## src/rtl/ehm_pkg.sv

```systemverilog
package ehm_pkg;
    typedef enum logic {REP_EMPTY, REP_TRACK} rep_state_t;
    typedef enum logic {WIN_CAPTURE, WIN_COUNT} win_state_t;
    typedef enum logic {MON_LIVE, MON_DEAD} mon_state_t;
endpackage

```

## src/rtl/ehm_rep_test.sv

```systemverilog
module ehm_rep_test
    import ehm_pkg::*;
#(
    parameter int SAMPLE_W = 4,
    parameter int CNT_W    = 10
) (
    input  logic                clk,
    input  logic                rst_n,
    input  logic                en,
    input  logic [SAMPLE_W-1:0] sample,
    input  logic [CNT_W-1:0]    cutoff,
    output logic                hit
);
    rep_state_t          state_q;
    logic [SAMPLE_W-1:0] last_q;
    logic [CNT_W-1:0]    run_q;
    logic [CNT_W-1:0]    run_next;

    // Length of the run including the sample offered this cycle
    always_comb begin
        unique case (state_q)
            REP_EMPTY: run_next = CNT_W'(1);
            REP_TRACK: run_next = (sample == last_q) ? run_q + CNT_W'(1) : CNT_W'(1);
            default:   run_next = CNT_W'(1);
        endcase
        hit = en && (run_next >= cutoff);
    end

    always_ff @(posedge clk) begin
        if (!rst_n) begin
            state_q <= REP_EMPTY;
            last_q  <= '0;
            run_q   <= '0;
        end else if (en) begin
            if (hit) begin
                // close the run: the next sample opens a fresh one
                state_q <= REP_EMPTY;
                last_q  <= '0;
                run_q   <= '0;
            end else begin
                state_q <= REP_TRACK;
                last_q  <= sample;
                run_q   <= run_next;
            end
        end
    end

    // an open run always holds at least one sample
    a_r3_track_nonzero: assert property (@(posedge clk) disable iff (!rst_n)
        (state_q == REP_TRACK) |-> (run_q != '0));
    // no accepted sample, no change of run state
    a_r2_rep_hold: assert property (@(posedge clk) disable iff (!rst_n)
        !en |=> ($stable(run_q) && $stable(last_q)));
endmodule

```

## src/rtl/ehm_prop_test.sv

```systemverilog
module ehm_prop_test
    import ehm_pkg::*;
#(
    parameter int SAMPLE_W = 4,
    parameter int WIN_LEN  = 512,
    parameter int CNT_W    = 10
) (
    input  logic                clk,
    input  logic                rst_n,
    input  logic                en,
    input  logic [SAMPLE_W-1:0] sample,
    input  logic [CNT_W-1:0]    cutoff,
    output logic                hit
);
    localparam logic [CNT_W-1:0] LAST_POS = CNT_W'(WIN_LEN - 1);

    win_state_t          state_q;
    logic [SAMPLE_W-1:0] ref_q;
    logic [CNT_W-1:0]    pos_q;
    logic [CNT_W-1:0]    match_q;
    logic                is_match;
    logic [CNT_W-1:0]    match_next;

    always_comb begin
        is_match   = (sample == ref_q);
        match_next = match_q + (is_match ? CNT_W'(1) : CNT_W'(0));
        unique case (state_q)
            WIN_CAPTURE: hit = 1'b0;
            WIN_COUNT:   hit = en && is_match && (match_next == cutoff);
            default:     hit = 1'b0;
        endcase
    end

    always_ff @(posedge clk) begin
        if (!rst_n) begin
            state_q <= WIN_CAPTURE;
            ref_q   <= '0;
            pos_q   <= '0;
            match_q <= '0;
        end else if (en) begin
            unique case (state_q)
                WIN_CAPTURE: begin
                    state_q <= WIN_COUNT;
                    ref_q   <= sample;
                    pos_q   <= CNT_W'(1);
                    match_q <= CNT_W'(1);
                end
                WIN_COUNT: begin
                    if (pos_q == LAST_POS) begin
                        // window complete: flush everything
                        state_q <= WIN_CAPTURE;
                        ref_q   <= '0;
                        pos_q   <= '0;
                        match_q <= '0;
                    end else begin
                        pos_q   <= pos_q + CNT_W'(1);
                        match_q <= match_next;
                    end
                end
                default: state_q <= WIN_CAPTURE;
            endcase
        end
    end

    // position never runs past the window
    a_r5_pos_in_window: assert property (@(posedge clk) disable iff (!rst_n)
        pos_q < CNT_W'(WIN_LEN));
    // matches can never outnumber samples seen in the window
    a_r6_match_le_pos: assert property (@(posedge clk) disable iff (!rst_n)
        match_q <= pos_q);
    // no accepted sample, no change of window state
    a_r2_win_hold: assert property (@(posedge clk) disable iff (!rst_n)
        !en |=> ($stable(pos_q) && $stable(match_q) && $stable(ref_q)));
endmodule

```

## src/rtl/ehm_health_monitor.sv

```systemverilog
module ehm_health_monitor
    import ehm_pkg::*;
#(
    parameter int SAMPLE_W = 4,
    parameter int WIN_LEN  = 512,
    localparam int CNT_W   = $clog2(WIN_LEN) + 1
) (
    input  logic                clk,
    input  logic                rst_n,
    input  logic                smp_valid,
    input  logic [SAMPLE_W-1:0] smp_data,
    input  logic [CNT_W-1:0]    rep_cutoff,
    input  logic                rep_is_fatal,
    input  logic [CNT_W-1:0]    prop_cutoff,
    input  logic                prop_is_fatal,
    output logic                alarm_o,
    output logic                fail_o
);
    mon_state_t state_q, state_d;
    logic       accept;
    logic       rep_hit, prop_hit;
    logic       fatal_hit, soft_hit;

    assign accept = smp_valid && (state_q == MON_LIVE);

    ehm_rep_test #(.SAMPLE_W(SAMPLE_W), .CNT_W(CNT_W)) i_rep (
        .clk(clk), .rst_n(rst_n), .en(accept), .sample(smp_data),
        .cutoff(rep_cutoff), .hit(rep_hit));

    ehm_prop_test #(.SAMPLE_W(SAMPLE_W), .WIN_LEN(WIN_LEN), .CNT_W(CNT_W)) i_prop (
        .clk(clk), .rst_n(rst_n), .en(accept), .sample(smp_data),
        .cutoff(prop_cutoff), .hit(prop_hit));

    always_comb begin
        fatal_hit = (rep_hit && rep_is_fatal) || (prop_hit && prop_is_fatal);
        soft_hit  = (rep_hit && !rep_is_fatal) || (prop_hit && !prop_is_fatal);
        state_d   = state_q;
        unique case (state_q)
            MON_LIVE: if (fatal_hit) state_d = MON_DEAD;
            MON_DEAD: state_d = MON_DEAD;
            default:  state_d = MON_DEAD;
        endcase
    end

    // state register
    always_ff @(posedge clk) begin
        if (!rst_n) state_q <= MON_LIVE;
        else        state_q <= state_d;
    end

    // outputs
    always_ff @(posedge clk) begin
        if (!rst_n) begin
            alarm_o <= 1'b0;
        end else begin
            alarm_o <= (state_q == MON_LIVE) && soft_hit && !fatal_hit;
        end
    end
    assign fail_o = (state_q == MON_DEAD);

    // failure holds until reset
    a_r8_fail_sticky: assert property (@(posedge clk) disable iff (!rst_n)
        fail_o |=> fail_o);
    // no alarm while failed
    a_r8_no_alarm_dead: assert property (@(posedge clk) disable iff (!rst_n)
        fail_o |-> !alarm_o);
    // an alarm follows an offered sample
    a_r7_alarm_after_valid: assert property (@(posedge clk) disable iff (!rst_n)
        alarm_o |-> $past(smp_valid));
    // failure follows an offered sample
    a_r8_fail_after_valid: assert property (@(posedge clk) disable iff (!rst_n)
        $rose(fail_o) |-> $past(smp_valid));
endmodule

```

## config.mk

```make
export PLATFORM = sky130hd
export DESIGN_NAME = ehm_health_monitor
export DESIGN_NICKNAME = d
export VERILOG_FILES = /design/src/rtl/ehm_pkg.sv /design/src/rtl/ehm_rep_test.sv /design/src/rtl/ehm_prop_test.sv /design/src/rtl/ehm_health_monitor.sv
export SDC_FILE = /design/constraint.sdc
export NUM_CORES = 1
export LEC_CHECK = 0
export BUFFER_PORTS_ARGS = -buffer_cell sky130_fd_sc_hd__buf_2
export CAP_MARGIN = 20
export CORE_UTILIZATION = 35
export CTS_BUF_LIST = sky130_fd_sc_hd__clkbuf_8
export DETAILED_ROUTE_END_ITERATION = 10
export HOLD_SLACK_MARGIN = 0.03
export MAX_ROUTING_LAYER = met4
export PLACE_DENSITY = 0.52
export SLEW_MARGIN = 20
export SYNTH_ARGS = -nofsm -noshare
export SYNTH_HDL_FRONTEND = slang
export SYNTH_SLANG_ARGS = --single-unit
```

## constraint.sdc

```tcl
create_clock -name clk -period 3.5 [get_ports clk]
set_clock_uncertainty 0.05 [all_clocks]
set_input_delay 0.35 -clock clk [delete_from_list [all_inputs] [get_ports clk]]
set_output_delay 0.35 -clock clk [all_outputs]
set_load 0.1 [all_outputs]
```

==> out/metrics.cfg, run 1 <==
[route]
num_vias=2288
wire_per_inst_microns=13.2
viasPerCell=5.04
drt_first_pass_iters=5
wirelength_microns=6010
drc=0
antenna_left=0
drt_iter0_markers=104

[power_and_ir_drop]
irDropWorstVdd_uv=182
power.total_uw=989
power_density_nw_per_um2=336
p_leak_nw=1.22

[synthesis]
yosysWarnings=0
synth_compound_area_share_pct=15.3
synthArstFlopShare_pct=0
yosysUniqueCellTypes=49
synth_fp_nets=370
netlist_instances=326
synthFlopType=dfxtp_1
synthesis.area_sq_um=2600
synth_xor_area_share_pct=12.1
syn_avg_cell_area_sq_um=7.99
synth-seq-cells=42
yosys.area_share.simple_pct=27.8
synth_edf_count=0
synth_top_family_by_area=simple AND/OR/NAND/NOR gates
synthAdderAreaFrac_pct=7.20
synthMuxAreaShare_pct=0
seq_area_frac_synth_pct=32.3

[cts]
cts_setup_buffers=0
cts_buffer_depth=2
hold_buffers=0
cts_htree_levels=2
path_clk_slew_ps=80
cts_buffers=5
cts-root-buf=clkbuf_8
clock_sinks=42
cts_tree=yes
ctsResizeCount=0
insertion_delay_ps=300

[placement]
io_buffers=30
place_inst=446
gp_congestion=0.842
dp.final_hpwl_microns=4400

[sta]
fin_crit_sh_pct=88.8
slew_viol_final=0
setup_violations=0
fmax_mhz=322
post-route-min-period_ps=3110
tightest_slew_ps=980
fin_tns_setup_ps=0
max_slew_margin_pct=34.7
rsz0062_at_grt=no
finalHoldViolCount=0

[status]
status=completed

[critical_path]
crit_slowest_cell=or4_4
arrival_ps=3260
cpMostUsedCell=ha_1
end_kind=flop
cp-start-kind=flop
path_class=reg2reg
cpPeakStageDelay_ps=500
crit_chain=xor2_1 > nor4_1 > buf_4 > ha_1 > ha_1 > and3_2 > nand3_1 > nor3_1 > a21oi_1 > or4_4 > a2111oi_2
crit_required_ps=3650
crit_fanout=8

[job]
drv_cap=0

[grt]
track_usage_pct=17.7
grt_max_degree=25
grt_pass1_wl_microns=10400
grt_pass1_vias=2221
antenna_found_initial=0
overflow=0

[cells_and_area]
antenna_cells=0
layout_commonest_cell=nand2_1
drive_gt1_share_pct=14.6
layout_common_cells=nand2_1, dfxtp_1, nor2_1
syn_to_final_growth_pct=12.9
final_nets=398
final_cells=454

[die]
die_height_microns=88.3
die_area_sq_um=7790
initial_core_util_pct=36.1
die_w_microns=88.3
io_pins=31
rows=31
core_sq_um=7210

[min_path]
hold_path.class=in2reg

==> cells in the mapped netlist, types with 2 or more instances <==
master     number  area, sq um
nand2_1        43          161
dfxtp_1        42          841
nor2_1         36          135
nand3_1        25          125
xor2_1         25          219
a21oi_1        23          115
ha_1           15          188
inv_1          14         52.6
xnor2_1        11         96.3
clkbuf_1        9         33.8
o21ai_0         9         45.0
nand4_1         8         50.1
a22oi_1         6         45.0
and3_1          5         31.3
buf_6           4         45.0
nand2b_1        4         25.0
a211oi_1        3         22.5
nor3_1          3         15.0
o31ai_1         3         22.5
a2111oi_0       2         17.5
a31oi_1         2         12.5
and3_2          2         15.0
and4_1          2         17.5
and4_4          2         22.5
nand4b_1        2         17.5
nor2b_1         2         12.5
nor4_1          2         12.5
==> where the power goes <==
part	leakage [nW]	internal (mW)	total (mW)	switching, mW
clock network	0.0556	0.210	0.385	0.175
logic	0.821	0.0431	0.107	0.0640
registers	0.341	0.487	0.496	0.00905
total	1.22	0.741	0.989	0.248
==> sequential cells by signal (all words and copies together) (netlist names) <==
register / cells
i_prop.match_q: 10
i_prop.pos_q: 10
i_rep.run_q: 10
i_prop.ref_q: 4
i_rep.last_q: 4
alarm_o: 1
fail_o: 1
i_prop.state_q: 1
i_rep.state_q: 1
==> critical path, delay by kind of cell (launching register included) <==
kind | cells | cell delay, ps
AO/OA/AOI/OAI | 2 | 390
XOR/XNOR | 1 | 160
adder cells (fa/ha/maj) | 2 | 420
buffers and inverters | 1 | 200
flip-flops | 1 | 320
AND/OR/NAND/NOR | 5 | 1470
==> stage by stage <==
| step | hold slack (ps) | cell area [sq um] | util (%) | setup slack (ps) |
|---|---|---|---|---|
| floorplan | 390 | 2610 | - | 625 |
| global placement | 401 | 2830 | 39.2 | 274 |
| detailed placement | 409 | 2830 | 39.2 | 285 |
| CTS | 262 | 2940 | 40.8 | 401 |
| global route | 278 | 2940 | 40.8 | 96.6 |
| finish | 276 | 2940 | 40.8 | 393 |
==> routing by layer <==
metal,share of wire (%),GRT usage [%]
met1,50,22.8
met2,46,28.5
met3,3.3,3.17
met4,0.72,4.40
met5,0,-
==> cell type report <==
class,instances,area [sq um]
sequential,42,841
fill,764,4270
clock inverter,3,41.3
inverter,14,52.6
tap,99,124
multi-input combinational,256,1630
timing repair buffer,35,188
clock buffer,5,68.8
==> cell families (layout without fill, tap and decap cells) <==
group,after synthesis,after routing
AO/OA/AOI/OAI,60,60
XOR/XNOR,36,36
adder cells (fa/ha/maj),15,15
buffers and inverters,28,57
flip-flops,42,42
AND/OR/NAND/NOR,145,145
==> path summary, 6_finish.rpt <==
kind,cells after the start,from,slack [ps],end
setup / recovery,11,i_prop.ref_q[3],390,alarm_o
hold / removal,3,smp_data[3],280,i_rep.last_q[3]
hold reg to reg,2,i_rep.last_q[1],420,i_rep.last_q[1]
setup reg to reg,11,i_prop.ref_q[3],390,alarm_o
Note: power is estimated with default switching activity, not from simulation.
==> inputs of run 2 (changes only) <==
ABC_AREA = 1   (was unset)
==> run 2 against run 1 <==
Net effect: power fell by 7.1%; area after synthesis fell by 0.82%; register-to-register slack improved by 170 ps; count of clock-buffer cells in the layout did not move; sequential share of layout area rose by 0.23 points; cell area fell by 0.81%; sequential power barely moved; critical endpoint is now i_rep.run_q[0]; synthesized cell count rose by 22%; final cell count rose by 16%; fmax rose by 5.6%.
==> out/metrics.cfg, run 2 <==
[critical_path]
cp-start-kind=flop  ; unchanged
crit_fanout=10  ; was 8
end_kind=flop  ; unchanged
crit_required_ps=3680  ; was 3650 ps
path_class=reg2reg  ; unchanged
arrival_ps=3120  ; was 3260 ps

[grt]
track_usage_pct=17.6  ; was 17.7%
grt_pass1_wl_microns=10200  ; was 10400 microns
antenna_found_initial=0  ; unchanged
overflow=0  ; unchanged
grt_pass1_vias=2210  ; was 2221
grt_max_degree=25  ; unchanged

[sta]
finalHoldViolCount=0  ; unchanged
holdWs_ps=300  ; was 276 ps
tightest_slew_ps=747  ; was 980 ps
fin_tns_setup_ps=0  ; unchanged
slew_viol_final=0  ; unchanged
fmax_mhz=340  ; was 322 MHz
post-route-min-period_ps=2940  ; was 3110 ps
fin_crit_sh_pct=84.1  ; was 88.8%
rsz0062_at_grt=no  ; unchanged
max_slew_margin_pct=50.2  ; was 34.7%
setup_violations=0  ; unchanged

[cells_and_area]
nFillCells=750  ; was 764
antenna_cells=0  ; unchanged
drive_gt1_share_pct=10.5  ; was 14.6%
layout_common_cells=nand2_1, inv_1, dfxtp_1  ; was nand2_1, dfxtp_1, nor2_1
layout_commonest_cell=nand2_1  ; unchanged
final_nets=473  ; was 398
seq_area_sq_um=841  ; unchanged
top_regs=i_prop.match_q: 10 flops, i_prop.pos_q: 10 flops, i_rep.run_q: 10 flops  ; unchanged
multi_input_area_sq_um=1490  ; was 1630 sq um
syn_to_final_growth_pct=12.9  ; about the same

[synthesis]
syn_avg_cell_area_sq_um=6.48  ; was 7.99 sq um
synth_xor_area_share_pct=5.62  ; was 12.1%
synth_commonest_cells=nand2_1, inv_1, dfxtp_1  ; was nand2_1, dfxtp_1, nor2_1
synthFlopType=dfxtp_1  ; unchanged
synthArstFlopShare_pct=0  ; unchanged
synth_edf_count=0  ; unchanged
synth_largest_area_cell=dfxtp_1  ; unchanged
seq_area_frac_synth_pct=32.5  ; was 32.3%
yosysMostFrequentCell=nand2_1  ; unchanged
synthAdderAreaFrac_pct=7.26  ; was 7.20%
synthesis.area_sq_um=2580  ; was 2600 sq um
synth.area.top_cells=dfxtp_1, nand2_1, inv_1, ha_1, a21oi_1  ; was dfxtp_1, xor2_1, ha_1, nand2_1, nor2_1
yosysWarnings=0  ; unchanged
synthMuxAreaShare_pct=0  ; unchanged
synth-seq-cells=42  ; unchanged
netlist_instances=399  ; was 326
yosys.area_share.simple_pct=34.1  ; was 27.8%
synth_fp_nets=443  ; was 370
synth_top_family_by_area=simple AND/OR/NAND/NOR gates  ; unchanged
synth.top_cell.area_share_pct=32.5  ; was 32.3%
synth_compound_area_share_pct=10.8  ; was 15.3%
yosysUniqueCellTypes=30  ; was 49

[route]
wire_per_inst_microns=11.3  ; was 13.2 microns
antenna_left=0  ; unchanged
drt_iter0_markers=87  ; was 104
wirelength_microns=5930  ; was 6010 microns
viasPerCell=4.56  ; was 5.04
drt_first_pass_iters=4  ; was 5
num_vias=2396  ; was 2288
drc=0  ; unchanged

[cts]
ctsResizeCount=0  ; unchanged
hold_buffers=0  ; unchanged
cts_buffer_depth=2  ; unchanged
cts_htree_levels=2  ; unchanged
cts_tree=yes  ; unchanged
cts_buffers=5  ; unchanged
insertion_delay_ps=300  ; about the same
path_clk_slew_ps=100  ; was 80 ps
cts_setup_buffers=0  ; unchanged
cts-root-buf=clkbuf_8  ; unchanged
clock_sinks=42  ; unchanged

[power_and_ir_drop]
p_leak_nw=1.32  ; was 1.22 nW
irDropWorstVdd_uv=172  ; was 182 uV
power_density_nw_per_um2=315  ; was 336 nW/um^2

[die]
rows=30  ; was 31
die_w_microns=87.9  ; was 88.3 microns
initial_core_util_pct=37.2  ; was 36.1%
core_sq_um=6940  ; was 7210 sq um
die_height_microns=87.9  ; was 88.3 microns
die_area_sq_um=7730  ; was 7790 sq um
io_pins=31  ; unchanged

[placement]
gp_congestion=0.759  ; was 0.842
dp.final_hpwl_microns=4530  ; was 4400 microns
io_buffers=30  ; unchanged

[min_path]
hold_path.class=in2reg  ; unchanged

[status]
status=completed  ; unchanged

[job]
drv_cap=0  ; unchanged

run 2: per-stage QoR:
stage / instances / total power [mW] / cell area (sq um) / utilization [%] / setup WS, ps
floorplan: 399 / 0.570 / 2580 / - / 1040
global placement: 518 / 0.607 / 2830 / 40.7 / 427
detailed placement: 518 / 0.609 / 2830 / 40.7 / 487
CTS: 526 / 0.933 / 2920 / 42.0 / 594
global route: 526 / 0.967 / 2920 / 42.0 / 263
finish: 526 / 0.919 / 2920 / 42.0 / 558
run 2: kinds of logic after synthesis:
kind of cell / Yosys count
AOI/OAI and AO/OA: 50
xor gates and xnor gates: 15
adders and majority gates: 15
buffers and inverters: 65
DFF: 42
and+or+nand+nor: 212
run 2: final cells by class:
cell class	instances	area share, %
Timing Repair Buffer	31	5.41
Clock inverter	3	0.729
Multi-Input combinational cell	292	51.2
Inverter	57	7.34
Sequential cell	42	28.8
Tap cell	96	4.12
Clock buffer	5	2.36
run 2: final timing paths:
check	start	end	slack, ps	depth (start not counted)
worst max-delay path	i_rep.run_q[0]	i_rep.run_q[0]	560	12
worst min-delay path	rst_n	fail_o	300	3
worst max register to register	i_rep.run_q[0]	i_rep.run_q[0]	560	12
worst min register to register	i_prop.pos_q[4]	i_prop.pos_q[4]	420	2
run 2: where the power goes:
| part | internal (mW) | switching (mW) |
|---|---|---|
| clock | 0.140 | 0.182 |
| combinational | 0.0383 | 0.0635 |
| sequential | 0.488 | 0.00698 |
| total | 0.667 | 0.252 |
run 2: layer usage:
layer / track usage (%) / vias up / part of all wire, %
li1: - / 1328 / -
met1: 22.5 / 1037 / 51
met2: 29.0 / 27 / 45
met3: 3.20 / 4 / 3.0
met4: 3.58 / 0 / 0.62
met5: - / - / 0
run 2: critical path, cell delays in order, from the launching register on:
cell and delay [ps]:
dfxtp_1 400, inv_1 90, nor3_1 390, nand4_1 180
xor2_1 180, nor2_1 130, ha_1 300, a21oi_1 190
o21a_1 150, nand4_1 150, nor2_2 380, o21ai_0 150
a21oi_1 140
==> inputs of run 3 (changes only) <==
ABC_AREA = 0   (was 1)
PLACE_DENSITY = 0.53   (was 0.52)
clock period = 2.7 ns   (was 3.5 ns; I/O delays follow)
==> run 3 against run 2 <==
Net effect: the run now ends with setup timing left; flip-flop and latch count unchanged; first-iteration DRC count increased by 9.2%; count of clock-buffer cells in the layout unchanged; utilization increased by 5.3 points; final cell count decreased by 6.5%; register-to-register slack got worse by 680 ps; cell area increased by 17%; sequential power increased by 30%; power increased by 42%; fmax increased by 4.1%; largest cell class unchanged.
==> out/metrics.cfg, run 3 (synthesis gave the netlist of run 1 again) <==
[critical_path]
crit_required_ps=2840  ; was 3680 ps
cp-start-kind=flop  ; unchanged
end_kind=flop  ; unchanged
crit_chain=xor2_1 > nor4_2 > buf_4 > ha_4 > ha_4 > and3_4 > nand3_4 > nor3_2 > a21oi_2 > or4_4 > a2111oi_4  ; was inv_1 > nor3_1 > nand4_1 > xor2_1 > nor2_1 > ha_1 > a21oi_1 > o21a_1 > nand4_1 > nor2_2 > o21ai_0 > a21oi_1
crit_fanout=5  ; was 10
path_class=reg2reg  ; unchanged
cpPeakStageDelay_ps=510  ; was 400 ps
crit_slowest_cell=or4_4  ; was dfxtp_1
cpMostUsedCell=ha_4
arrival_ps=2970  ; was 3120 ps

[route]
drt_first_pass_iters=4  ; unchanged
route.met3.wl_microns=234  ; was 175 microns
wirelength_microns=6500  ; was 5930 microns
top_layer_used=met4  ; unchanged
num_vias=2525  ; was 2396
antenna_left=0  ; unchanged
viasPerCell=5.13  ; was 4.56
route.met2.wl_microns=2950  ; was 2670 microns
wire_per_inst_microns=13.2  ; was 11.3 microns
drc=0  ; unchanged
drt_iter0_markers=95  ; was 87
met1Wirelength_microns=3230  ; was 3040 microns

[cells_and_area]
final_cells=492  ; was 526
final_nets=436  ; was 473
post-route-util_pct=47.3  ; was 42.0%
final_area_sq_um=3410  ; was 2920 sq um
layout_common_cells=nand2_1, buf_4, dfxtp_1  ; was nand2_1, inv_1, dfxtp_1
layout_commonest_cell=nand2_1  ; unchanged
syn_to_final_growth_pct=31.1  ; was 12.9%
drive_gt1_share_pct=29.5  ; was 10.5%
antenna_cells=0  ; unchanged
top_regs=i_prop.match_q: 10 flops, i_prop.pos_q: 10 flops, i_rep.run_q: 10 flops  ; unchanged

[cts]
insertion_delay_ps=300  ; about the same
cts-root-buf=clkbuf_8  ; unchanged
hold_buffers=0  ; unchanged
cts_buffer_depth=2  ; unchanged
cts_buffers=5  ; unchanged
cts_htree_levels=2  ; unchanged
clock_sinks=42  ; unchanged
cts_tree=yes  ; unchanged
path_clk_slew_ps=80  ; was 100 ps

[status]
status=complete, but fails checks  ; was completed
violations=setup timing

[sta]
fin_crit_sh_pct=105  ; was 84.1%
finalHoldViolCount=0  ; unchanged
fmax_mhz=354  ; was 340 MHz
post-route-min-period_ps=2830  ; was 2940 ps
tightest_slew_ps=824  ; was 747 ps
fin_tns_setup_ps=-126  ; was 0 ps
max_slew_margin_pct=45.0  ; was 50.2%
setup_violations=1  ; was 0
rsz0062_at_grt=yes  ; was no
setup_ws_ps=-126  ; was 558 ps
slew_viol_final=0  ; unchanged

[min_path]
hold_path.class=in2reg  ; unchanged

[grt]
grt_pass1_wl_microns=10600  ; was 10200 microns
antenna_found_initial=0  ; unchanged
track_usage_pct=17.9  ; was 17.6%
overflow=0  ; unchanged
grt_pass1_vias=2345  ; was 2210
grt_max_degree=23  ; was 25

[placement]
io_buffers=30  ; unchanged
placed_cell_area_sq_um=3100  ; was 2830 sq um
gp_congestion=0.828  ; was 0.759
dp.final_hpwl_microns=4630  ; was 4530 microns
place_inst=479  ; was 518

[die]
die_height_microns=88.3  ; was 87.9 microns
die_w_microns=88.3  ; was 87.9 microns
rows=31  ; was 30
die_area_sq_um=7790  ; was 7730 sq um
io_pins=31  ; unchanged
initial_core_util_pct=36.1  ; was 37.2%
core_sq_um=7210  ; was 6940 sq um

[power_and_ir_drop]
irDropWorstVdd_uv=250  ; was 172 uV
p_leak_nw=1.41  ; was 1.32 nW
power_density_nw_per_um2=382  ; was 315 nW/um^2

[job]
drv_cap=0  ; unchanged

## run 3: changes by cell type in the layout (fill, tap and decap cells not counted), sizes merged, moves of 5 or more
cell | previous run | this run
xnor2 | 6 | 11
buf | 31 | 73
xor2 | 8 | 25
nand2 | 127 | 44
and3 | 0 | 7
nor2 | 43 | 36
inv | 57 | 15
a21oi | 31 | 23
## run 3: what timing repair did
action,4_1_cts,5_1_grt
resized for setup,16,22
endpoints found under the setup margin,5,17
pin swaps,5,5
cloned,0,2
buffers inserted,2,1
## run 3: worst max-delay path, delay by kind of cell, from the launching register on
family | cells | cell delay (ps)
AOI/OAI and AO/OA | 2 | 360
buffers and inverters | 1 | 200
and+or+nand+nor | 5 | 1330
xor gates and xnor gates | 1 | 160
DFF | 1 | 330
adders and majority gates | 2 | 280
## run 3: power by group
part           total (mW)  switching (mW)  internal, mW
clock               0.497           0.224         0.272
combinational       0.162          0.0938        0.0685
sequential          0.644          0.0118         0.632
total                1.30           0.330         0.973
## run 3: per-stage QoR
stage,hold WS (ps),power (mW),setup WS (ps)
CTS,204,1.31,-134
global placement,401,0.804,-246
detailed placement,412,0.807,-279
floorplan,356,0.744,-4.12
global route,201,1.37,-254
finish,208,1.30,-126
## run 3: cell type report
class,instances,area (sq um)
Multi-Input combinational cell,256,1800
Timing Repair Buffer,73,484
Tap cell,99,124
Sequential cell,42,845
Inverter,14,52.6
Clock inverter,3,41.3
Clock buffer,5,68.8
Fill cell,758,3800
## run 3: per-layer routing
metal  vias to the layer above  track usage (%)
li1                       1285                -
met1                      1191             23.3
met4                         0             5.28
met3                        11             3.17
met2                        38             28.3
met5                         -                -
## run 3: worst paths after layout
path | from | to | slack, ps | depth (start not counted)
max | i_prop.ref_q[0] | alarm_o | -130 | 11
min | smp_data[3] | i_rep.last_q[3] | 210 | 3
max reg2reg | i_prop.ref_q[0] | alarm_o | -130 | 11
min reg2reg | i_rep.last_q[1] | i_rep.last_q[1] | 420 | 2
